==> src/rtl/flg_pkg.sv <==
package flg_pkg;
  localparam int STD_FRAME_LEN  = 1518;
  localparam int LONG_FRAME_LEN = 1538;

  localparam int CFG_JUMBO_BIT = 3;
  localparam int CFG_LONG_BIT  = 8;
  localparam int ERR_BIT       = 6;

  localparam logic [7:0] ADDR_CFG  = 8'h04;
  localparam logic [7:0] ADDR_STAT = 8'h20;
  localparam logic [7:0] ADDR_MASK = 8'h28;
  localparam logic [7:0] ADDR_JMAX = 8'h48;

  typedef enum logic [1:0] {
    TXS_IDLE = 2'd0,
    TXS_BUSY = 2'd1,
    TXS_SKIP = 2'd2
  } tx_state_e;
endpackage

==> src/rtl/flg_regs.sv <==
module flg_regs
  import flg_pkg::*;
#(
  parameter int ADDR_W     = 8,
  parameter int LEN_W      = 14,
  parameter int JUMBO_CEIL = 10240
) (
  input  logic              clk,
  input  logic              rst,
  input  logic              reg_we,
  input  logic              reg_re,
  input  logic [ADDR_W-1:0] reg_addr,
  input  logic [LEN_W-1:0]  reg_wdata,
  output logic [LEN_W-1:0]  reg_rdata,
  input  logic              err_set,
  output logic              jumbo_en,
  output logic              long_rx_en,
  output logic [LEN_W-1:0]  jumbo_len,
  output logic              irq
);
  logic err_q, mask_q, clr_hit;

  assign clr_hit = reg_we && (reg_addr == ADDR_W'(ADDR_STAT)) && reg_wdata[ERR_BIT];

  always_ff @(posedge clk) begin
    if (rst) begin
      jumbo_en   <= 1'b0;
      long_rx_en <= 1'b0;
      jumbo_len  <= LEN_W'(JUMBO_CEIL);
      err_q      <= 1'b0;
      mask_q     <= 1'b0;
      irq        <= 1'b0;
      reg_rdata  <= '0;
    end else begin
      if (reg_we && reg_addr == ADDR_W'(ADDR_CFG)) begin
        jumbo_en   <= reg_wdata[CFG_JUMBO_BIT];
        long_rx_en <= reg_wdata[CFG_LONG_BIT];
      end
      if (reg_we && reg_addr == ADDR_W'(ADDR_JMAX))
        jumbo_len <= reg_wdata;
      if (reg_we && reg_addr == ADDR_W'(ADDR_MASK))
        mask_q <= reg_wdata[ERR_BIT];
      err_q <= err_set | (err_q & ~clr_hit);
      irq   <= err_q & mask_q;
      if (reg_re) begin
        reg_rdata <= '0;
        if (reg_addr == ADDR_W'(ADDR_CFG)) begin
          reg_rdata[CFG_JUMBO_BIT] <= jumbo_en;
          reg_rdata[CFG_LONG_BIT]  <= long_rx_en;
        end else if (reg_addr == ADDR_W'(ADDR_STAT)) begin
          reg_rdata[ERR_BIT] <= err_q;
        end else if (reg_addr == ADDR_W'(ADDR_MASK)) begin
          reg_rdata[ERR_BIT] <= mask_q;
        end else if (reg_addr == ADDR_W'(ADDR_JMAX)) begin
          reg_rdata <= jumbo_len;
        end
      end
    end
  end

  AST_ERR_SETS: assert property (@(posedge clk) disable iff (rst)
    err_set |=> err_q) else $error("error event not latched");
  AST_ERR_STICKY: assert property (@(posedge clk) disable iff (rst)
    (err_q && !clr_hit) |=> err_q) else $error("status lost without clear");
endmodule

==> src/rtl/flg_limit.sv <==
module flg_limit
  import flg_pkg::*;
#(
  parameter int LEN_W      = 14,
  parameter int JUMBO_CEIL = 10240
) (
  input  logic             jumbo_en,
  input  logic             long_rx_en,
  input  logic [LEN_W-1:0] jumbo_len,
  output logic [LEN_W-1:0] rx_limit,
  output logic [LEN_W-1:0] tx_limit
);
  localparam logic [LEN_W-1:0] CEIL_V = LEN_W'(JUMBO_CEIL);
  localparam logic [LEN_W-1:0] STD_V  = LEN_W'(STD_FRAME_LEN);
  localparam logic [LEN_W-1:0] LONG_V = LEN_W'(LONG_FRAME_LEN);

  logic [LEN_W-1:0] jumbo_eff;

  always_comb begin
    jumbo_eff = (jumbo_len > CEIL_V) ? CEIL_V : jumbo_len;
    if (jumbo_en) begin
      rx_limit = jumbo_eff;
      tx_limit = jumbo_eff;
    end else begin
      rx_limit = long_rx_en ? LONG_V : STD_V;
      tx_limit = STD_V;
    end
  end
endmodule

==> src/rtl/flg_rx_check.sv <==
module flg_rx_check #(
  parameter int LEN_W = 14
) (
  input  logic             clk,
  input  logic             rst,
  input  logic [LEN_W-1:0] rx_limit,
  input  logic             rx_valid,
  input  logic             rx_sof,
  input  logic             rx_eof,
  output logic             rx_ok,
  output logic             rx_drop,
  output logic [LEN_W:0]   rx_len
);
  localparam int CW = LEN_W + 1;

  logic [CW-1:0]    cnt_q, base, nxt, lim_ext;
  logic [LEN_W-1:0] lim_q, cur_lim;
  logic             in_frame_q, beat;

  always_comb begin
    base    = rx_sof ? '0 : cnt_q;
    cur_lim = rx_sof ? rx_limit : lim_q;
    lim_ext = {1'b0, cur_lim};
    nxt     = (base > lim_ext) ? base : base + 1'b1;
    beat    = rx_valid && (rx_sof || in_frame_q);
  end

  always_ff @(posedge clk) begin
    if (rst) begin
      cnt_q      <= '0;
      lim_q      <= '0;
      in_frame_q <= 1'b0;
      rx_ok      <= 1'b0;
      rx_drop    <= 1'b0;
      rx_len     <= '0;
    end else begin
      rx_ok   <= 1'b0;
      rx_drop <= 1'b0;
      if (beat) begin
        cnt_q <= nxt;
        lim_q <= cur_lim;
        if (rx_eof) begin
          in_frame_q <= 1'b0;
          rx_len     <= nxt;
          if (nxt > lim_ext) rx_drop <= 1'b1;
          else               rx_ok   <= 1'b1;
        end else begin
          in_frame_q <= 1'b1;
        end
      end
    end
  end

  AST_RX_SAT: assert property (@(posedge clk) disable iff (rst)
    in_frame_q |-> (cnt_q <= {1'b0, lim_q} + 1'b1)) else $error("rx count past saturation");
  AST_RX_OK_FITS: assert property (@(posedge clk) disable iff (rst)
    rx_ok |-> (rx_len <= {1'b0, lim_q})) else $error("accepted frame over limit");
  AST_RX_DROP_LEN: assert property (@(posedge clk) disable iff (rst)
    rx_drop |-> (rx_len == {1'b0, lim_q} + 1'b1)) else $error("dropped length not saturated");
  AST_RX_ONE_VERDICT: assert property (@(posedge clk) disable iff (rst)
    $onehot0({rx_ok, rx_drop})) else $error("two rx verdicts");
endmodule

==> src/rtl/flg_tx_check.sv <==
module flg_tx_check
  import flg_pkg::*;
#(
  parameter int LEN_W = 14
) (
  input  logic             clk,
  input  logic             rst,
  input  logic [LEN_W-1:0] tx_limit,
  input  logic             tx_desc_valid,
  input  logic [LEN_W-1:0] tx_desc_len,
  input  logic             tx_desc_last,
  output logic             tx_done,
  output logic             tx_abort,
  output logic [LEN_W-1:0] tx_len
);
  tx_state_e        st_q;
  logic [LEN_W-1:0] acc_q, lim_q, base, cur_lim, room, sum;
  logic             first, fits;

  always_comb begin
    first   = (st_q == TXS_IDLE);
    base    = first ? '0 : acc_q;
    cur_lim = first ? tx_limit : lim_q;
    room    = cur_lim - base;
    fits    = (tx_desc_len <= room);
    sum     = base + tx_desc_len;
  end

  always_ff @(posedge clk) begin
    if (rst) begin
      st_q     <= TXS_IDLE;
      acc_q    <= '0;
      lim_q    <= '0;
      tx_done  <= 1'b0;
      tx_abort <= 1'b0;
      tx_len   <= '0;
    end else begin
      tx_done  <= 1'b0;
      tx_abort <= 1'b0;
      if (tx_desc_valid) begin
        if (st_q == TXS_SKIP) begin
          if (tx_desc_last) st_q <= TXS_IDLE;
        end else begin
          lim_q <= cur_lim;
          if (fits) begin
            acc_q <= sum;
            if (tx_desc_last) begin
              tx_done <= 1'b1;
              tx_len  <= sum;
              st_q    <= TXS_IDLE;
            end else begin
              st_q <= TXS_BUSY;
            end
          end else begin
            tx_abort <= 1'b1;
            st_q     <= tx_desc_last ? TXS_IDLE : TXS_SKIP;
          end
        end
      end
    end
  end

  AST_TX_FITS: assert property (@(posedge clk) disable iff (rst)
    tx_done |-> (tx_len <= lim_q)) else $error("tx frame over limit");
  AST_TX_ONE_VERDICT: assert property (@(posedge clk) disable iff (rst)
    $onehot0({tx_done, tx_abort})) else $error("two tx verdicts");
  AST_TX_SKIP_QUIET: assert property (@(posedge clk) disable iff (rst)
    (st_q == TXS_SKIP) |=> !tx_done) else $error("output while skipping");
endmodule

==> src/rtl/frame_len_guard.sv <==
module frame_len_guard #(
  parameter int ADDR_W     = 8,
  parameter int LEN_W      = 14,
  parameter int JUMBO_CEIL = 10240
) (
  input  logic              clk,
  input  logic              rst,
  input  logic              reg_we,
  input  logic              reg_re,
  input  logic [ADDR_W-1:0] reg_addr,
  input  logic [LEN_W-1:0]  reg_wdata,
  output logic [LEN_W-1:0]  reg_rdata,
  input  logic              rx_valid,
  input  logic              rx_sof,
  input  logic              rx_eof,
  output logic              rx_ok,
  output logic              rx_drop,
  output logic [LEN_W:0]    rx_len,
  input  logic              tx_desc_valid,
  input  logic [LEN_W-1:0]  tx_desc_len,
  input  logic              tx_desc_last,
  output logic              tx_done,
  output logic              tx_abort,
  output logic [LEN_W-1:0]  tx_len,
  output logic              irq
);
  logic             jumbo_en, long_rx_en;
  logic [LEN_W-1:0] jumbo_len, rx_limit, tx_limit;

  flg_regs #(.ADDR_W(ADDR_W), .LEN_W(LEN_W), .JUMBO_CEIL(JUMBO_CEIL)) u_regs (
    .clk(clk), .rst(rst), .reg_we(reg_we), .reg_re(reg_re), .reg_addr(reg_addr),
    .reg_wdata(reg_wdata), .reg_rdata(reg_rdata), .err_set(rx_drop | tx_abort),
    .jumbo_en(jumbo_en), .long_rx_en(long_rx_en), .jumbo_len(jumbo_len), .irq(irq)
  );

  flg_limit #(.LEN_W(LEN_W), .JUMBO_CEIL(JUMBO_CEIL)) u_limit (
    .jumbo_en(jumbo_en), .long_rx_en(long_rx_en), .jumbo_len(jumbo_len),
    .rx_limit(rx_limit), .tx_limit(tx_limit)
  );

  flg_rx_check #(.LEN_W(LEN_W)) u_rx (
    .clk(clk), .rst(rst), .rx_limit(rx_limit), .rx_valid(rx_valid),
    .rx_sof(rx_sof), .rx_eof(rx_eof), .rx_ok(rx_ok), .rx_drop(rx_drop), .rx_len(rx_len)
  );

  flg_tx_check #(.LEN_W(LEN_W)) u_tx (
    .clk(clk), .rst(rst), .tx_limit(tx_limit), .tx_desc_valid(tx_desc_valid),
    .tx_desc_len(tx_desc_len), .tx_desc_last(tx_desc_last), .tx_done(tx_done),
    .tx_abort(tx_abort), .tx_len(tx_len)
  );

  AST_LIMIT_CEIL: assert property (@(posedge clk) disable iff (rst)
    jumbo_en |-> (rx_limit <= LEN_W'(JUMBO_CEIL) && tx_limit == rx_limit))
    else $error("jumbo limit above ceiling");
endmodule

==> config.mk <==
export PLATFORM = sky130hd
export DESIGN_NAME = frame_len_guard
export DESIGN_NICKNAME = d
export VERILOG_FILES = /design/src/rtl/flg_pkg.sv /design/src/rtl/flg_regs.sv /design/src/rtl/flg_limit.sv /design/src/rtl/flg_rx_check.sv /design/src/rtl/flg_tx_check.sv /design/src/rtl/frame_len_guard.sv
export SDC_FILE = /design/constraint.sdc
export NUM_CORES = 1
export LEC_CHECK = 0
export BUFFER_PORTS_ARGS = -buffer_cell sky130_fd_sc_hd__buf_2
export CORE_UTILIZATION = 40
export DETAILED_ROUTE_END_ITERATION = 10
export PLACE_DENSITY_LB_ADDON = 0.15
export RECOVER_POWER = 50
export SLEW_MARGIN = 20
export SYNTH_ARGS = -nofsm -noshare
export SYNTH_HDL_FRONTEND = slang
export SYNTH_SLANG_ARGS = --single-unit
==> constraint.sdc <==
create_clock -name clk -period 5.55 [get_ports clk]
set_input_delay 1.11 -clock clk [delete_from_list [all_inputs] [get_ports clk]]
set_output_delay 1.11 -clock clk [all_outputs]
set_load 0.02 [all_outputs]
# --- After elaboration in Yosys (flattened, before gate mapping) ---
# Cells that the tools add are included.
# W data, S select, Z words.
word_totals:
  inputBits: 45
  wordCells: 89
  ff_bits: 126
  out_inout_bits: 48
op_classes:
  add_sub_neg: 3
  n_bitwise: 10
  eq_ne: 6
  n_mux: 31
  n_lt_le_gt_ge: 4
  reduce_logical: 16
op_table:
  columns: ["op", "count"]
  rows:
  - ["$mux W14", 7]
  - ["$gt A15 B14 Y1", 2]
  - ["$mux W15", 2]
  - ["$eq A8 B6 Y1 const B", 2]
  - ["$add A15 B1 Y15 const B", 1]
  - ["$add A14 B14 Y14", 1]
  - ["$gt A14 B14 Y1 const B", 1]
  - ["$le A14 B14 Y1", 1]
  - ["$mux W7", 2]
  - ["$sub A14 B14 Y14", 1]
  - ["$mux W6", 2]
  - ["$mux W1", 10]
  - ["$mux W10", 1]
  - ["$eq A8 B3 Y1 const B", 1]
  - ["$eq A8 B7 Y1 const B", 1]
  - ["$mux W2", 4]
  - ["$logic_and A1 B1 Y1", 6]
  - ["$not A1 Y1", 6]
  - ["$reduce_and A2 Y1", 3]
  - ["$reduce_or A3 Y1", 2]
  - ["$mux W5", 1]
  - ["$mux W4", 1]
  - ["$reduce_and A4 Y1", 1]
  - ["$reduce_or A4 Y1", 1]
  - ["8 further kinds", 10]

# --- Longest topological paths before layout ---
# Gate-level depths: netlist of the first run.
logic_depth:
  ltp_word: 8
  depth_mapped: 25
  ltp_nobuf: 23

# --- Modules after synthesis ---
# Synthesis of the first run repeated with hierarchy kept, for this count alone.
hier_totals:
  cells_unflattened: 1044
  hier_area_um2: 8468.1
modules_own_cells:
  columns: ["mod", "cells_each", "instances", "area_per_inst_um2", "seq_area_each_um2"]
  rows:
  - ["flg_rx_check", 405, 1, 3464.6, 940.9]
  - ["flg_tx_check", 448, 1, 3354.5, 920.9]
  - ["flg_regs", 139, 1, 1303.8, 660.6]
  - ["flg_limit", 51, 1, 339.1, 0.0]
  - ["frame_len_guard", 1, 1, 6.3, 0.0]

# --- Worst setup path after synthesis of the first run ---
# OpenSTA, ideal clock, no wires.
synth_timing:
  path_kind: "flip-flop to flip-flop"
  start: "register u_regs.jumbo_len[3]"
  end: "register u_tx.tx_len[11]"
  setup_time_ns: 0.117
  synth_period_minus_slack_ns: 4.911
  path_buffers: 2
  path_stages_with_launch: 21
  arrival_ns: 4.794
  slack_ns: 0.639
  required_ns: 5.433
  cell_sequence: "dfxtp_1 nor4_1 a31oi_1 o21ai_2 a21boi_0 o21ai_0 ha_1 nor2b_1 o31ai_1 a21oi_1 a311o_1 a31o_2 a21oi_1 xnor2_1 ha_1 nand4_1 nor4_1 a32oi_1 buf_2 buf_2 a22o_1"
synth_between:
  elab_chain_cells: 7
synth_lines:
  columns: ["item", "line", "source"]
  rows:
  - ["start: declaration", "flg_regs.sv:18", "output logic [LEN_W-1:0] jumbo_len,"]
  - ["start signal: assignment", "flg_regs.sv:29", "jumbo_len <= LEN_W'(JUMBO_CEIL);"]
  - ["start signal: assignment", "flg_regs.sv:40", "jumbo_len <= reg_wdata;"]
  - ["$gt A14 B14 Y1", "flg_limit.sv:20", "jumbo_eff = (jumbo_len > CEIL_V) ? CEIL_V : jumbo_len;"]
  - ["$mux W14", "flg_limit.sv:20", null]
  - ["$mux W14", "flg_limit.sv:21", "if (jumbo_en) begin"]
  - ["$mux W14", "flg_tx_check.sv:23", "cur_lim = first ? tx_limit : lim_q;"]
  - ["named net u_tx.cur_lim[1]", "flg_tx_check.sv:17", "logic [LEN_W-1:0] acc_q, lim_q, base, cur_lim, room, sum;"]
  - ["$sub A14 B14 Y14", "flg_tx_check.sv:24", "room = cur_lim - base;"]
  - ["$le A14 B14 Y1", "flg_tx_check.sv:25", "fits = (tx_desc_len <= room);"]
  - ["$reduce_and A4 Y1 (no line)", null, null]
  - ["end signal: assignment", "flg_tx_check.sv:49", "tx_len <= sum;"]
  - ["end: declaration", "flg_tx_check.sv:14", "output logic [LEN_W-1:0] tx_len"]
# The timed path passes the listed nets, and every way through them passes these cells.
# A chain may end at the register's enable or synchronous reset.

# --- Final worst setup path of the first run ---
layout_timing:
  start: "register u_regs.jumbo_len[3]"
  end: "register u_tx.tx_len[1]"
layout_between:
  elab_chain_cells: 7
layout_lines:
  columns: ["item", "line"]
  rows:
  - ["$gt A14 B14 Y1", "flg_limit.sv:20"]
  - ["$mux W14 *", "flg_limit.sv:20"]
  - ["$mux W14 *", "flg_limit.sv:21"]
  - ["$mux W14 *", "flg_tx_check.sv:23"]
  - ["$sub A14 B14 Y14 *", "flg_tx_check.sv:24"]
  - ["$le A14 B14 Y1 *", "flg_tx_check.sv:25"]
  - ["$reduce_and A4 Y1 (no line) *", null]
# Mark *: on every way between the ends. The rest lies on a longest branch, timed or not.

==> results.md, run 1 <==
- The flow ran to the end, but the final reports show violations.
- The checks that failed: capacitance limit, slew limit.
- After synthesis the cells add up to 0.00767 sq mm.
- The detailed router finished its first iteration with 413 violations.
- After clock tree synthesis, the clock-pin slew on the worst setup and hold paths is 0.06 ns.
- The average routed wire per standard cell is 15.9 um.
- After detailed routing, the number of remaining DRC violations is 0.
- The routability congestion estimate is 0.844.
- The final critical delay including setup and external delays is 5.22 ns.
- By area the synthesized netlist is led by sky130_fd_sc_hd__dfxtp_1 (33%), sky130_fd_sc_hd__ha_1 (11%), sky130_fd_sc_hd__nand2_1 (6.7%).
- From synthesis to final layout, the design area changed by 18.7%.
- Input and output buffers added on the ports amount to 92.
- Sequential elements use 32.9% of the synthesized area.
- The detail route stage leaves a number of antenna-violating nets equal to 0.
- With fillers left out, the area of the finished cells amounts to 0.00910 sq mm.
- By instance count, the leading cell after synthesis is sky130_fd_sc_hd__nand2_1.
- The worst flop-to-flop path startpoint is u_regs.jumbo_len[3].
- The storage element area is 0.00252 sq mm.
- The first-pass iteration count of the detailed router is 5.
- The clock root buffer is sky130_fd_sc_hd__clkbuf_16.
- The maximum ir drop on the vdd rail is 0.000184 V.
- The TritonCTS clock tree is done.
- The final layout contains 1171 nets.
- Along the worst hold path, the cell count comes to 2.
- The proportion of register bits with asynchronous set or reset after synthesis is 0%.
- The least setup slack across all paths after layout is 0.330 ns.
- Entering global routing, the biggest net connects 65 pins.
- The number of hold buffers added after CTS was 0.
- By startpoint and endpoint, the worst setup path is classified as register to register.
- The overall track demand over capacity in global routing is 21.5%.
- The area share of the largest cell type after synthesis is 32.9%.
- The worst endpoint data arrival time is 5.55 ns.
- The antenna diode count is 0.
- The remaining max-slew budget at the tightest pin is -89.2%.
- The area inside the core boundary is 0.0188 sq mm.
- The most used flip-flop cell after synthesis is sky130_fd_sc_hd__dfxtp_1.
- The number of max-slew violations in the final report was 65.
- For the final database, setup skew stands at 0.0106 ns.
- The minimum setup slack among reg-to-reg paths is 0.33 ns.
- Counting cells, the worst reg-to-reg path comes to 22.
- A synthesized cell averages 8.06 sq um.
- Dividing the final minimum period by the clock period gives 94.0%.
- The launch point of the worst hold path is u_regs.mask_q.
- The ratio of cells with drive above 1 in the final layout is 13.4%.
- The CTS H-tree depth is 4.
- The terminating pin of the worst hold path is u_regs.irq.
- The type of the worst min-delay path is register to register.
- The required time of the critical path is 5.88 ns.
- The count of mapped cells out of synthesis is 951.
- The vertical die dimension is 140 um.
- The final total power is 2650 uW.
- Across all layers, the routed design uses 7012 vias.
- In this run the critical register-to-register path is captured at u_tx.tx_len[1].
- Counting distinct cell types in the post-synthesis netlist gives 59.
- The tree built by TritonCTS fans out to 126 sinks.
- After detailed routing, the total wire length is 20.7 mm.
- The finished layout holds 1302 standard cells, fillers aside.
- The final count of hold timing violations came to 0.
- Measured on the finished design, the core utilization comes to 48.5%.
- The area used by multi-input combinational logic is 0.00490 sq mm.
- In this run, CTS created clock tree buffers numbering 17.
- The starting utilization of the core area is 40.9%.
- During synthesis, Yosys emitted a total of 0 warnings.
- The pre-CTS setup slack is 0.0804 ns.
- The measured slew at the worst slew-check pin is 2.84 ns.
- Sorting the synthesized cells by how often they occur yields sky130_fd_sc_hd__nand2_1 (136), sky130_fd_sc_hd__dfxtp_1 (126), sky130_fd_sc_hd__a21oi_1 (90).
- The kind of capture point of the worst setup path is a register.
- The via count of the first global-routing pass is 6620.
- The leakage power figure is 0.00394 uW.
- Pin placement for this block handled 93 I/O pins.
- The first global-routing pass estimated 33.6 mm of wire.
- The largest total area in the synthesized netlist belongs to sky130_fd_sc_hd__dfxtp_1.
- The clock tree buffer depth is 2.
- Counting flops with a built-in enable in the synthesized netlist gives 0.
- The worst setup path is launched from a register.
- The floorplan step defined a die boundary enclosing 0.0197 sq mm.
- After detailed routing, the number of vias per cell comes to 5.39.
- For this run, the top clock speed supported by timing is 192 MHz.
- In this run the worst path has a maximum fanout of 14.
- Summing all placed instances gives a cell area of 0.00849 sq mm.
- The layout filler cell count is 1903.
- The cell count after placement is 1264.
- The horizontal extent of the die is 140 um.
- Setup violations remaining at the end of the flow were counted as 0.
- Counting flops and latches in the post-synthesis netlist gives 126.
- Max-cap violations in this run came to 1.
- After floorplanning, the core was divided into 50 placement rows.
- Summed over all layers, the global routing overflow is 0.
- The wire-length estimate of the detail-placed layout is 15.6 mm.
- For the worst-skew pair, the clock arrives at the later sink with an insertion delay of 0.42 ns.
- The number of antenna violations at the first check in global routing is 0.
- The total nets after synthesis is 1067.
- In this run the power density over the cells is 291 mW/mm^2.
-- report_power, final --
part           switching [uW]  total (uW)  internal (uW)
Clock                     455        1120            670
Sequential               26.2         977            951
Combinational             324         547            224
-- timing repair --
item	4_1_cts	5_1_grt
pin swaps	0	3
gates resized for setup	1	8
buffers inserted	0	5
endpoints found under the setup margin	2	33
gates cloned	0	1
-- stage by stage --
| step | hold WS [ns] | TNS [ns] |
|---|---|---|
| 2_1_floorplan | 0.419 | 0 |
| 3_3_place_gp | 0.440 | 0 |
| 6_report | 0.450 | 0 |
| 5_1_grt | 0.478 | -0.0438 |
| 3_5_place_dp | 0.436 | 0 |
| 4_1_cts | 0.449 | 0 |
-- cell families after synthesis --
kind of cell	count (synthesis)	share of synthesized area, %
adders and majority gates	71	11.8
DFF	126	32.9
muxes	31	4.11
and+or+nand+nor	373	23.7
xor gates and xnor gates	37	4.23
AOI/OAI and AO/OA	240	19.5
buffers and inverters	73	3.79
-- worst max path at each step --
stage	from	endpoint	slack, ns	cells after the start
2_1_floorplan	u_regs.jumbo_len[3]	u_tx.tx_len[11]	0.64	20
3_3_place_gp	u_regs.jumbo_len[0]	u_tx.acc_q[1]	0.21	20
3_5_place_dp	u_regs.jumbo_len[1]	u_tx.tx_len[1]	0.08	20
4_1_cts	u_regs.jumbo_len[1]	u_tx.tx_len[1]	0.12	20
5_1_grt	u_regs.jumbo_len[3]	u_tx.tx_len[1]	-0.03	22
6_report	u_regs.jumbo_len[3]	u_tx.tx_len[1]	0.33	22
-- critical path: stages, from the launching register on --
cell	delay [ns]
sky130_fd_sc_hd__dfxtp_1	0.43
sky130_fd_sc_hd__nor4_1	0.09
sky130_fd_sc_hd__a31oi_1	0.24
sky130_fd_sc_hd__o21ai_2	0.15
sky130_fd_sc_hd__buf_4	0.16
sky130_fd_sc_hd__and3_1	0.24
sky130_fd_sc_hd__mux2i_1	0.23
sky130_fd_sc_hd__ha_1	0.21
sky130_fd_sc_hd__inv_1	0.06
sky130_fd_sc_hd__fa_1	0.40
sky130_fd_sc_hd__a21o_1	0.19
sky130_fd_sc_hd__a21oi_1	0.23
sky130_fd_sc_hd__nor2b_1	0.10
sky130_fd_sc_hd__or4_1	0.40
sky130_fd_sc_hd__a21oi_1	0.18
sky130_fd_sc_hd__xor2_1	0.11
sky130_fd_sc_hd__ha_1	0.31
sky130_fd_sc_hd__nand4_1	0.18
sky130_fd_sc_hd__nor4_4	0.40
sky130_fd_sc_hd__a32oi_2	0.17
sky130_fd_sc_hd__buf_4	0.23
sky130_fd_sc_hd__or2_2	0.29
sky130_fd_sc_hd__a21oi_1	0.12
-- layout make-up --
| type | instances | share of cell area, % |
|---|---|---|
| clock buffer | 18 | 4.72 |
| multi-input combinational | 752 | 53.9 |
| clock inverter | 14 | 1.75 |
| timing repair buffer | 131 | 7.62 |
| sequential | 126 | 27.7 |
| inverter | 27 | 1.11 |
| tap | 234 | 3.22 |
-- per-layer routing --
metal | vias to the layer above | wire (um) | global-route usage (%)
met4 | 0 | 218 | 5.38
met2 | 127 | 9340 | 34.0
met5 | - | 0 | 0
met1 | 3278 | 10500 | 30.1
li1 | 3590 | - | -
met3 | 17 | 623 | 3.69
-- sequential cells by signal (all words and copies together) (netlist names), 2 cells and up --
signal            flops
u_rx.cnt_q           15
u_rx.rx_len          15
u_tx.tx_len          14
u_regs.jumbo_len     14
u_tx.acc_q           14
u_tx.lim_q           14
u_regs.reg_rdata     14
u_tx.st_q             2
u_rx.lim_q           14
-- placed cells by master, fill, tap and decap left out, types with 5 or more instances in the layout --
master and count:
sky130_fd_sc_hd__nand2_1 136, sky130_fd_sc_hd__dfxtp_1 125, sky130_fd_sc_hd__a21oi_1 90, sky130_fd_sc_hd__nor2_1 79, sky130_fd_sc_hd__ha_1 69, sky130_fd_sc_hd__clkbuf_1 50
sky130_fd_sc_hd__o21ai_0 43, sky130_fd_sc_hd__buf_2 43, sky130_fd_sc_hd__buf_4 37, sky130_fd_sc_hd__nand3_1 32, sky130_fd_sc_hd__inv_1 27, sky130_fd_sc_hd__mux2i_1 27
sky130_fd_sc_hd__nor2b_1 23, sky130_fd_sc_hd__xnor2_1 23, sky130_fd_sc_hd__a211oi_1 21, sky130_fd_sc_hd__nand2b_1 20, sky130_fd_sc_hd__clkbuf_16 17, sky130_fd_sc_hd__a22o_1 15
sky130_fd_sc_hd__nand3b_1 14, sky130_fd_sc_hd__xor2_1 14, sky130_fd_sc_hd__o21a_1 11, sky130_fd_sc_hd__nor3_1 10, sky130_fd_sc_hd__a21o_1 10, sky130_fd_sc_hd__a31oi_1 9
sky130_fd_sc_hd__and2_1 9, sky130_fd_sc_hd__nand4_1 9, sky130_fd_sc_hd__and3_1 9, sky130_fd_sc_hd__nor4_1 6, sky130_fd_sc_hd__or2_2 6, sky130_fd_sc_hd__o31ai_1 6
sky130_fd_sc_hd__a22oi_1 6, sky130_fd_sc_hd__clkinv_4 5
Note: power is estimated with default switching activity, not from simulation.
==> run 2: changes to the inputs <==
--- a/config.mk
+++ b/config.mk
@@ -13,4 +13,5 @@
 export SLEW_MARGIN = 20
 export SYNTH_ARGS = -nofsm -noshare
 export SYNTH_HDL_FRONTEND = slang
+export SYNTH_HIERARCHICAL = 1
 export SYNTH_SLANG_ARGS = --single-unit
==> run 2 against run 1 <==
The flow still finishes with violations (capacitance limit, slew limit). Register-to-register slack improved by 0.20 ns. Largest cell class unchanged. Via count rose by 12%. Synthesized area rose by 10%. Combinational power rose by 36%. Die area rose by 10%. Clock skew fell by 0.0016 ns. Cell count rose by 9.0%. Sequential share of layout area fell by 2.1 points.
==> results.md, run 2 <==
- Detailed routing inserted a total of 7837 vias.
- The wire length of the first global-routing pass is 38.5 mm.
- The maximum number of pins on one net before global-route repair is 79.
- The nature of the critical path startpoint is a register.
- Yosys attributes the largest share of cell area to sky130_fd_sc_hd__dfxtp_1 (30%), sky130_fd_sc_hd__ha_1 (10%), sky130_fd_sc_hd__nand2_1 (6.1%).
- The clock network is responsible for 39.3% of the overall power.
- Sequential cells were found to cover 29.8% of the synthesized design area.
- The largest registers in the layout are u_rx/cnt_q: 15 flops, u_rx/rx_len: 15 flops.
- The worst path in the final design needs a cycle of 5.02 ns, including I/O delays and setup.
- The required time of the critical path is 5.91 ns.
- The floorplan step set the die width to 148 um.
- The family of cells with the greatest summed delay on the critical path is simple AND/OR/NAND/NOR gates.
- After clock tree synthesis, the clock-pin slew on the worst setup and hold paths is 0.06 ns.
- At the pin with the least slew margin, the transition time is 1.77 ns.
- Traced cell by cell, the critical path runs through nor4_4, nand4_1, a2bb2oi_1, buf_4, mux2i_1, inv_1, ha_1, nor2b_1, o31ai_2, a31oi_1, o21ba_2, a221o_1, a21oi_1, xnor2_1, ha_1, nand4_1, nor4_2, and2_1, a41o_1, nand2_1, nor2_1, a21o_1.
- The half-perimeter wire length after detailed placement is 18.4 mm.
- The die covers 0.0218 sq mm.
- The area share of the largest cell type after synthesis is 29.8%.
- The number of placed I/O pins is 93.
- Yosys printed 6 warnings.
- The internal cell power is 1940 uW.
- Leaving out fill and tap cells, the most frequent cell in the layout is sky130_fd_sc_hd__nand2_1.
- The primary flip-flop cell chosen by synthesis mapping is sky130_fd_sc_hd__dfxtp_1.
- The starting utilization of the core area is 41.3%.
- In this run the power spent charging and discharging nets is 927 uW.
- The final layout contains routed wiring with a total length of 24.3 mm.
- In the layout the commonest cells are sky130_fd_sc_hd__nand2_1 (138), sky130_fd_sc_hd__dfxtp_1 (126), sky130_fd_sc_hd__nor2_1 (110).
- In the routed design, unresolved DRC markers number 0.
- The min-delay analysis places its worst path in the category register to register.
- In the synthesized netlist, the cells that appear most often are sky130_fd_sc_hd__nand2_1 (138), sky130_fd_sc_hd__dfxtp_1 (126), sky130_fd_sc_hd__nor2_1 (110).
- The startpoint of the worst setup timing path is u_regs/jumbo_len[2].
- The checks that failed: capacitance limit, slew limit.
- In this run, synthesis produced a sequential element count of 126.
- The xor and xnor area share after synthesis is 3.31%.
- The core region is 0.0205 sq mm.
- The launch point of the worst hold path is u_rx/rx_len[5].
- Of the total synthesized cell area, the portion taken by full adders, half adders and majority gates is 10.7%.
- The register share of total power is 34.8%.
- The CTS H-tree depth is 4.
- CTS placed an instance of sky130_fd_sc_hd__clkbuf_16 at the clock tree root.
- The clock net in this run drives a total of 126 sinks.
- The first-pass iteration count of the detailed router is 7.
- From bottom edge to top edge, the die measures 148 um.
- The pre-CTS setup slack is 0.441 ns.
- The port buffer count is 92.
- The reported max-cap violation count is 1.
- The total setup violations reported at the end of the flow is 0.
- The critical path contains buffers and inverters numbering 2 combined.
- The mapped netlist covers 0.00847 sq mm.
- The most common cell in the synthesized netlist is sky130_fd_sc_hd__nand2_1.
- By startpoint and endpoint, the worst setup path is classified as register to register.
- Summed over all failing endpoints, the final setup total negative slack is 0 ns.
- The number of max-slew violations in the final report is 37.
- The final cell area excluding filler cells is 0.00983 sq mm.
- The number of antenna violations at the first check in global routing is 0.
- By area, the combinational part of the netlist is dominated by simple AND/OR/NAND/NOR gates.
- Along the worst path, the maximum fanout reaches 12.
- The flow ran to the end, but the final reports show violations.
- The layout filler cell count is 2059.
- The total nets after synthesis is 1160.
- Setup repair after global routing left no endpoint under its margin.
- The mux share of post-synthesis cell area is 4.54%.
- Of the available clock period, the critical path in the final layout requires 90.5%.
- Once placement finished, the instance area stood at 0.00930 sq mm.
- Per report_power, the combinational group accounts for 25.9% of the total.
- The worst endpoint data arrival time is 5.38 ns.
- The analysis attributes to cell leakage a power of 0.00416 uW.
- The clock reaches the later pin of the worst-skew pair after 0.42 ns.
- The worst clock skew on the final layout is 0.00898 ns.
- Counting every instance in the synthesized netlist gives 1044.
- The proportion of register bits with asynchronous set or reset after synthesis is 0%.
- The routability congestion estimate is 0.900.
- The final count of hold timing violations is 0.
- After synthesis, the netlist uses 88 different library cells.
- The ratio of cells with drive above 1 in the final layout is 14.1%.
- Summed over all instances, the cell type with the most area after synthesis is sky130_fd_sc_hd__dfxtp_1.
- After Yosys synthesis, and, or, nand and nor cells account for 25.2% of the synthesized area.
- Across all setup checks in the final design, the least slack found is 0.529 ns.
- The maximum ir drop on the vdd rail is 0.000210 V.
- The achievable clock frequency is 199 MHz.
- The synthesized design contains 0 enable-type register cells.
- The area overhead of the layout relative to synthesis is 16.1%.
- After the first detailed-routing iteration, the DRC count stood at 465.
- The residual overflow from global routing is 0.
- TritonCTS built the clock tree.
- The detail-routed via count per cell is 5.52.
- The stage delay of the slowest cell on the critical path is 0.37 ns.
- After detailed routing, the average wire length per cell comes to 17.1 um.
- The average size of a mapped cell is 8.11 sq um.
- The count of standard-cell rows is 52.
- The fraction of power spent switching nets is 32.3%.
- The number of nets still failing antenna checks after routing is 0.
- The clock tree buffer depth is 2.
- The overall track demand over capacity in global routing is 22.5%.
- The number of clock buffers added by TritonCTS is 17.
- The synthesized-area fraction occupied by ao, oa, aoi and oai cells is 20.6%.
- The via count of the first global-routing pass came to 7162.
- The antenna diode count is 0.
- The critical path's slowest cell is sky130_fd_sc_hd__nor4_2.
- The remaining max-slew budget at the tightest pin is -18.0%.
- The startpoint identified for the worst register-to-register timing path is u_regs/jumbo_len[2].
- The final layout net count is 1252.
- The utilization after layout is 48.0%.
- Power spread over the standard cell area amounts to 292 mW/mm^2.
- The kind of capture point of the worst setup path is a register.
[run 2: cell types whose count changed after synthesis, sizes merged, moves of 9 or more]
cell | before | now
a21oi | 90 | 72
buf | 13 | 32
inv | 27 | 40
nand2b | 20 | 11
nand3b | 14 | 4
nand4 | 9 | 18
nor2 | 79 | 110
nor3 | 13 | 22
o21ai | 47 | 29
[run 2: worst reg2reg max path, cell delays in order, from the launching register on]
cell and delay (ns):
sky130_fd_sc_hd__dfxtp_1 0.36, sky130_fd_sc_hd__nor4_4 0.34, sky130_fd_sc_hd__nand4_1 0.21, sky130_fd_sc_hd__a2bb2oi_1 0.23, sky130_fd_sc_hd__buf_4 0.15, sky130_fd_sc_hd__mux2i_1 0.08, sky130_fd_sc_hd__inv_1 0.07, sky130_fd_sc_hd__ha_1 0.22
sky130_fd_sc_hd__nor2b_1 0.14, sky130_fd_sc_hd__o31ai_2 0.25, sky130_fd_sc_hd__a31oi_1 0.16, sky130_fd_sc_hd__o21ba_2 0.26, sky130_fd_sc_hd__a221o_1 0.30, sky130_fd_sc_hd__a21oi_1 0.18, sky130_fd_sc_hd__xnor2_1 0.09, sky130_fd_sc_hd__ha_1 0.31
sky130_fd_sc_hd__nand4_1 0.19, sky130_fd_sc_hd__nor4_2 0.37, sky130_fd_sc_hd__and2_1 0.19, sky130_fd_sc_hd__a41o_1 0.21, sky130_fd_sc_hd__nand2_1 0.29, sky130_fd_sc_hd__nor2_1 0.22, sky130_fd_sc_hd__a21o_1 0.13
[run 2: final timing paths]
path,end,cells after the start,slack (ns)
setup / recovery,u_tx/tx_len[11],22,0.53
hold / removal,u_rx/rx_len[5],2,0.45
setup reg to reg,u_tx/tx_len[11],22,0.53
hold reg to reg,u_rx/rx_len[5],2,0.45
[run 2: what timing repair did]
action,4_1_cts,5_1_grt
buffers inserted,0,0
hold buffers,0,0
gates resized for setup,0,2
endpoints found under the hold margin,0,0
endpoints found under the setup margin,0,13
[run 2: power groups by stage]
stage | combinational (uW) | clock, uW | sequential [uW]
3_5_place_dp | 740 | 0 | 1020
4_1_cts | 744 | 1150 | 998
3_3_place_gp | 738 | 0 | 1020
5_1_grt | 832 | 1190 | 1010
2_1_floorplan | 514 | 0 | 1030
6_report | 743 | 1130 | 999
[run 2: cells by family after synthesis]
logic type,count (synthesis)
adders and majority gates,71
DFF,126
buffers and inverters,106
xor gates and xnor gates,32
AOI/OAI and AO/OA,247
and+or+nand+nor,424
muxes,38
[run 2: metrics by stage]
| stage | total power [uW] | hold slack (ns) | std cells |
|---|---|---|---|
| finish | 2870 | 0.451 | 1419 |
| global route | 3030 | 0.473 | 1419 |
| global placement | 1760 | 0.442 | 1387 |
| CTS | 2900 | 0.453 | 1419 |
| detailed placement | 1760 | 0.445 | 1387 |
| floorplan | 1540 | 0.422 | 1044 |
[run 2: per-layer routing]
metal	global-route usage (%)	vias up	wire, um
li1	-	3926	-
met1	32.8	3674	12300
met2	34.7	221	10600
met3	3.36	16	1110
met4	5.05	0	241
met5	0	-	0
[run 2: final cells by class]
cell class              count  area (sq um)  share of cell area [%]
inverters                  41           154                    1.57
multi-input cells         812          5450                    55.5
clock buffers              18           439                    4.47
clock inverters            14           156                    1.59
well taps                 270           338                    3.44
flip-flops and latches    126          2520                    25.7
repair buffers            138           768                    7.82
==> run 3: changes to the inputs <==
--- a/config.mk
+++ b/config.mk
@@ -5,6 +5,7 @@
 export SDC_FILE = /design/constraint.sdc
 export NUM_CORES = 1
 export LEC_CHECK = 0
+export ABC_AREA = 1
 export BUFFER_PORTS_ARGS = -buffer_cell sky130_fd_sc_hd__buf_2
 export CORE_UTILIZATION = 40
 export DETAILED_ROUTE_END_ITERATION = 10
==> run 3 against run 2 <==
The flow still finishes with violations (capacitance limit, slew limit). Synthesized cell count is 25% higher. Clock power is 9.7% higher. Register-to-register slack better by 0.32 ns. Wire length is 5.3% lower. Global-route usage is 1.2 points lower. Via count is 4.4% higher. Cell count is 17% higher. Core utilization is 1.4 points lower. Count of clock-buffer cells in the layout stayed put. Worst hold slack hardly changed. Combinational power is 20% higher. Cell area is 0.46% higher. Critical path type unchanged. Critical endpoint is now u_tx/acc_q[5]. Largest cell class unchanged. Highest routed layer unchanged.
==> results.md, run 3 <==
- The run finished, with violations left.
- The checks that failed: capacitance limit, slew limit.
- The mapped netlist covers 0.00874 sq mm.
- The pre-antenna-repair detailed-routing pass consisted of 5 iterations.
- In this design, the stage delay of the slowest critical-path cell is 0.53 ns.
- The number of antenna violations at the first check in global routing was 0.
- For flop-to-flop paths, the worst setup slack is 0.85 ns.
- The launch point of the worst hold path is u_rx/lim_q[0].
- The detail-routed via count per cell is 4.93.
- For the pin with the worst max-slew slack, the measured transition is 2.38 ns.
- Input and output buffers added on the ports amount to 92.
- The proportion of register bits with asynchronous set or reset after synthesis is 0%.
- The average routed wire per standard cell is 13.8 um.
- The count of cells along the worst hold path is 2.
- The worst flop-to-flop path startpoint is u_regs/jumbo_len[11].
- The overall die area is 0.0225 sq mm.
- The CTS H-tree depth is 4.
- The count of standard-cell rows is 53.
- For this design the static power due to leakage is 0.00480 uW.
- The count of unresolved DRC violations after routing is 0.
- Leaving out filler cells and counting taps, the final layout contains 1660.
- The antenna diode count is 0.
- The routability congestion estimate is 0.916.
- The multi-input combinational cells in the finished layout cover a total of 0.00520 sq mm.
- The worst path in the final design needs a cycle of 4.70 ns, including I/O delays and setup.
- Among cell families on the critical path, the largest total delay comes from simple AND/OR/NAND/NOR gates.
- In the post-synthesis netlist, the biggest area contributors are sky130_fd_sc_hd__dfxtp_1 (29%), sky130_fd_sc_hd__nand2_1 (14%), sky130_fd_sc_hd__ha_1 (9.9%).
- By startpoint and endpoint, the worst setup path is classified as register to register.
- The final cell area excluding filler cells is 0.00987 sq mm.
- After legalization and detailed placement, the total HPWL measured 17.5 mm.
- In this run the deepest clock path goes through 2 buffers.
- The via count of the first global-routing pass is 7609.
- The largest registers in the layout are u_rx/cnt_q: 15 flops, u_rx/rx_len: 15 flops.
- The wire length of the first global-routing pass is 37.5 mm.
- Counting flops and latches in the post-synthesis netlist gives 126.
- Yosys mapped a number of flops with a built-in enable equal to 0.
- The hold-fix buffer count after cts is 0.
- 93 I/O pins were placed.
- Summing all flip-flop and latch instances after layout gives 0.00252 sq mm.
- The clock arrives with 0.00881 ns of skew.
- Across the VDD grid, the largest voltage drop is 0.000229 V.
- The count of vias placed by the detailed router is 8181.
- Fill cells in the final layout number 2275.
- The maximum number of pins on one net before global-route repair is 56.
- The final total negative setup slack is 0 ns.
- The number of max-slew violations in the final report is 44.
- The overall track demand over capacity in global routing is 21.3%.
- OpenSTA, run right after detailed placement, puts the worst setup slack at 0.722 ns.
- Static timing analysis puts the maximum clock frequency at 213 MHz.
- Once the floorplan was initialized, standard cells occupied 41.2% of the core.
- Of the cells placed in the final design, the portion with a size suffix greater than 1 is 11.8%.
- The vertical die dimension is 150 um.
- TritonCTS built the clock tree.
- In this run, the number of DRC markers left after iteration 0 of detailed routing was 408.
- The leading cell type by number of instances after synthesis is sky130_fd_sc_hd__nand2_1.
- The largest area contributor in the synthesized netlist is sky130_fd_sc_hd__dfxtp_1.
- Setup repair after global routing left no endpoint under its margin.
- The number of nets still failing antenna checks after routing is 0.
- The total setup violations reported at the end of the flow is 0.
- STA puts the critical path data required time at 5.90 ns.
- The average size of a mapped cell is 6.70 sq um.
- The area inside the core boundary is 0.0212 sq mm.
- Once routing completed, OpenROAD measured the worst setup slack at 0.850 ns.
- The post-synthesis sequential area ratio is 28.9%.
- The clock latency of the later-clocked register in the worst-skew pair is 0.42 ns.
- The clock root buffer is sky130_fd_sc_hd__clkbuf_16.
- The area share of the largest cell type after synthesis is 28.9%.
- The endpoint identified for the worst register-to-register timing path is u_tx/acc_q[5].
- The clock slew at the register clock pins of the worst setup and hold paths is 0.06 ns.
- The total clock sinks is 126.
- The remaining max-slew budget at the tightest pin is -58.6%.
- Compared with the post-synthesis result, the final layout area differs by 13.0%.
- Ranked by instance count, the synthesized netlist is headed by sky130_fd_sc_hd__nand2_1 (333), sky130_fd_sc_hd__inv_1 (175), sky130_fd_sc_hd__nor2_1 (159).
- The number of nets in the synthesized netlist is 1421.
- During synthesis, Yosys emitted a total of 6 warnings.
- Summing all placed instances gives a cell area of 0.00928 sq mm.
- In the synthesized netlist the dominant register cell turns out to be sky130_fd_sc_hd__dfxtp_1.
- The kind of capture point of the worst setup path is a register.
- STA puts the critical path data arrival time at 5.05 ns.
- Global routing finished with a remaining overflow of 0.
- The horizontal extent of the die is 150 um.
- The count of distinct cell types in the synthesized netlist is 44.
- The critical path's slowest cell is sky130_fd_sc_hd__a21oi_2.
- The buffering stage count on the worst path with inverters included is 3.
- The number of gates resized after cts is 0.
- The sum of routed wire length over all layers is 23.0 mm.
- Power spread over the standard cell area amounts to 320 mW/mm^2.
- Max-cap violations in this run came to 1.
- The tightest min-delay check is of the register to register type.
- The nature of the critical path startpoint is a register.
- The cell count after placement is 1629.
- The final layout net count is 1489.
- The final count of hold timing violations was 0.
- The peak fanout along the critical path is 17.
- The library cell used most frequently in the layout, excluding fill and tap cells, is sky130_fd_sc_hd__nand2_1.
- The terminating pin of the worst hold path is u_rx/lim_q[0].
- The number of setup buffers added after CTS is 0.
- The worst register-to-register path has a depth of 28.
- TritonCTS created 17 clock buffers.
- In the finished design, the share of the clock period the worst path needs comes to 84.7%.
- Counting stages on the worst path, the most repeated cell is sky130_fd_sc_hd__nand2_1.
- In this run the number of cells on the critical path is 28.
- The count of mapped cells out of synthesis is 1305.
- In the layout the commonest cells are sky130_fd_sc_hd__nand2_1 (333), sky130_fd_sc_hd__inv_1 (176), sky130_fd_sc_hd__nor2_1 (159).
==> run 3: changes by cell type in the layout (fill, tap and decap cells not counted), moves of 11 or more <==
cell / previous run / this run
sky130_fd_sc_hd__a22oi_1: 13 / 0
sky130_fd_sc_hd__buf_4: 44 / 8
sky130_fd_sc_hd__inv_1: 40 / 176
sky130_fd_sc_hd__mux2i_1: 35 / 14
sky130_fd_sc_hd__nand2_1: 138 / 333
sky130_fd_sc_hd__nand2_2: 0 / 21
sky130_fd_sc_hd__nand3_1: 40 / 71
sky130_fd_sc_hd__nor2_1: 110 / 159
sky130_fd_sc_hd__nor2b_1: 17 / 0
sky130_fd_sc_hd__nor3_1: 20 / 2
sky130_fd_sc_hd__o21ai_0: 26 / 70
sky130_fd_sc_hd__xnor2_1: 21 / 10
==> run 3: stage by stage <==
step	hold slack [ns]	utilization, %	total power, uW
final	0.451	46.5	3160
after global routing	0.480	46.5	3360
after CTS	0.455	46.8	3190
after detailed placement	0.441	43.7	1940
after global placement	0.434	43.7	1930
after floorplan	0.423	-	1740
==> run 3: power by group <==
group | internal, uW | switching (uW)
clock | 809 | 435
sequential | 983 | 41.2
combinational | 305 | 587
total | 2100 | 1060
==> run 3: cell families after synthesis <==
| family | count (synthesis) | synth area share [%] |
|---|---|---|
| compound gates | 197 | 13.2 |
| mux | 14 | 1.60 |
| flops | 126 | 28.9 |
| simple gates | 637 | 31.9 |
| xor+xnor | 24 | 2.40 |
| fa+ha+maj | 71 | 10.3 |
| buf+inv | 236 | 11.7 |
==> run 3: worst max path at each step <==
stage | startpoint | endpoint | slack (ns)
after CTS | u_regs/jumbo_len[11] | u_tx/acc_q[5] | 0.88
final | u_regs/jumbo_len[11] | u_tx/acc_q[5] | 0.85
after detailed placement | rx_sof | u_rx/rx_ok | 0.72
after global routing | u_regs/jumbo_len[11] | u_tx/acc_q[5] | 0.46
after global placement | rx_sof | u_rx/rx_drop | 0.73
after floorplan | rx_sof | u_rx/rx_drop | 1.45
==> run 3: metal layers <==
metal / GRT usage (%) / part of all wire (%)
met5: 0 / 0
met3: 2.99 / 3.0
met1: 27.3 / 48
met2: 37.1 / 48
met4: 6.06 / 1.2
==> run 3: worst min-delay path, stage by stage, from the launching register on <==
cell                      delay [ns]
sky130_fd_sc_hd__dfxtp_1        0.29
sky130_fd_sc_hd__inv_1          0.06
sky130_fd_sc_hd__a21oi_1        0.05
==> run 3: cell type report <==
class                      count  share of cell area (%)
tap                          275                    3.48
multi-input combinational    943                    52.6
clock inverter                13                    2.15
sequential                   126                    25.5
timing repair buffer         101                    4.74
inverter                     184                    6.99
clock buffer                  18                    4.45
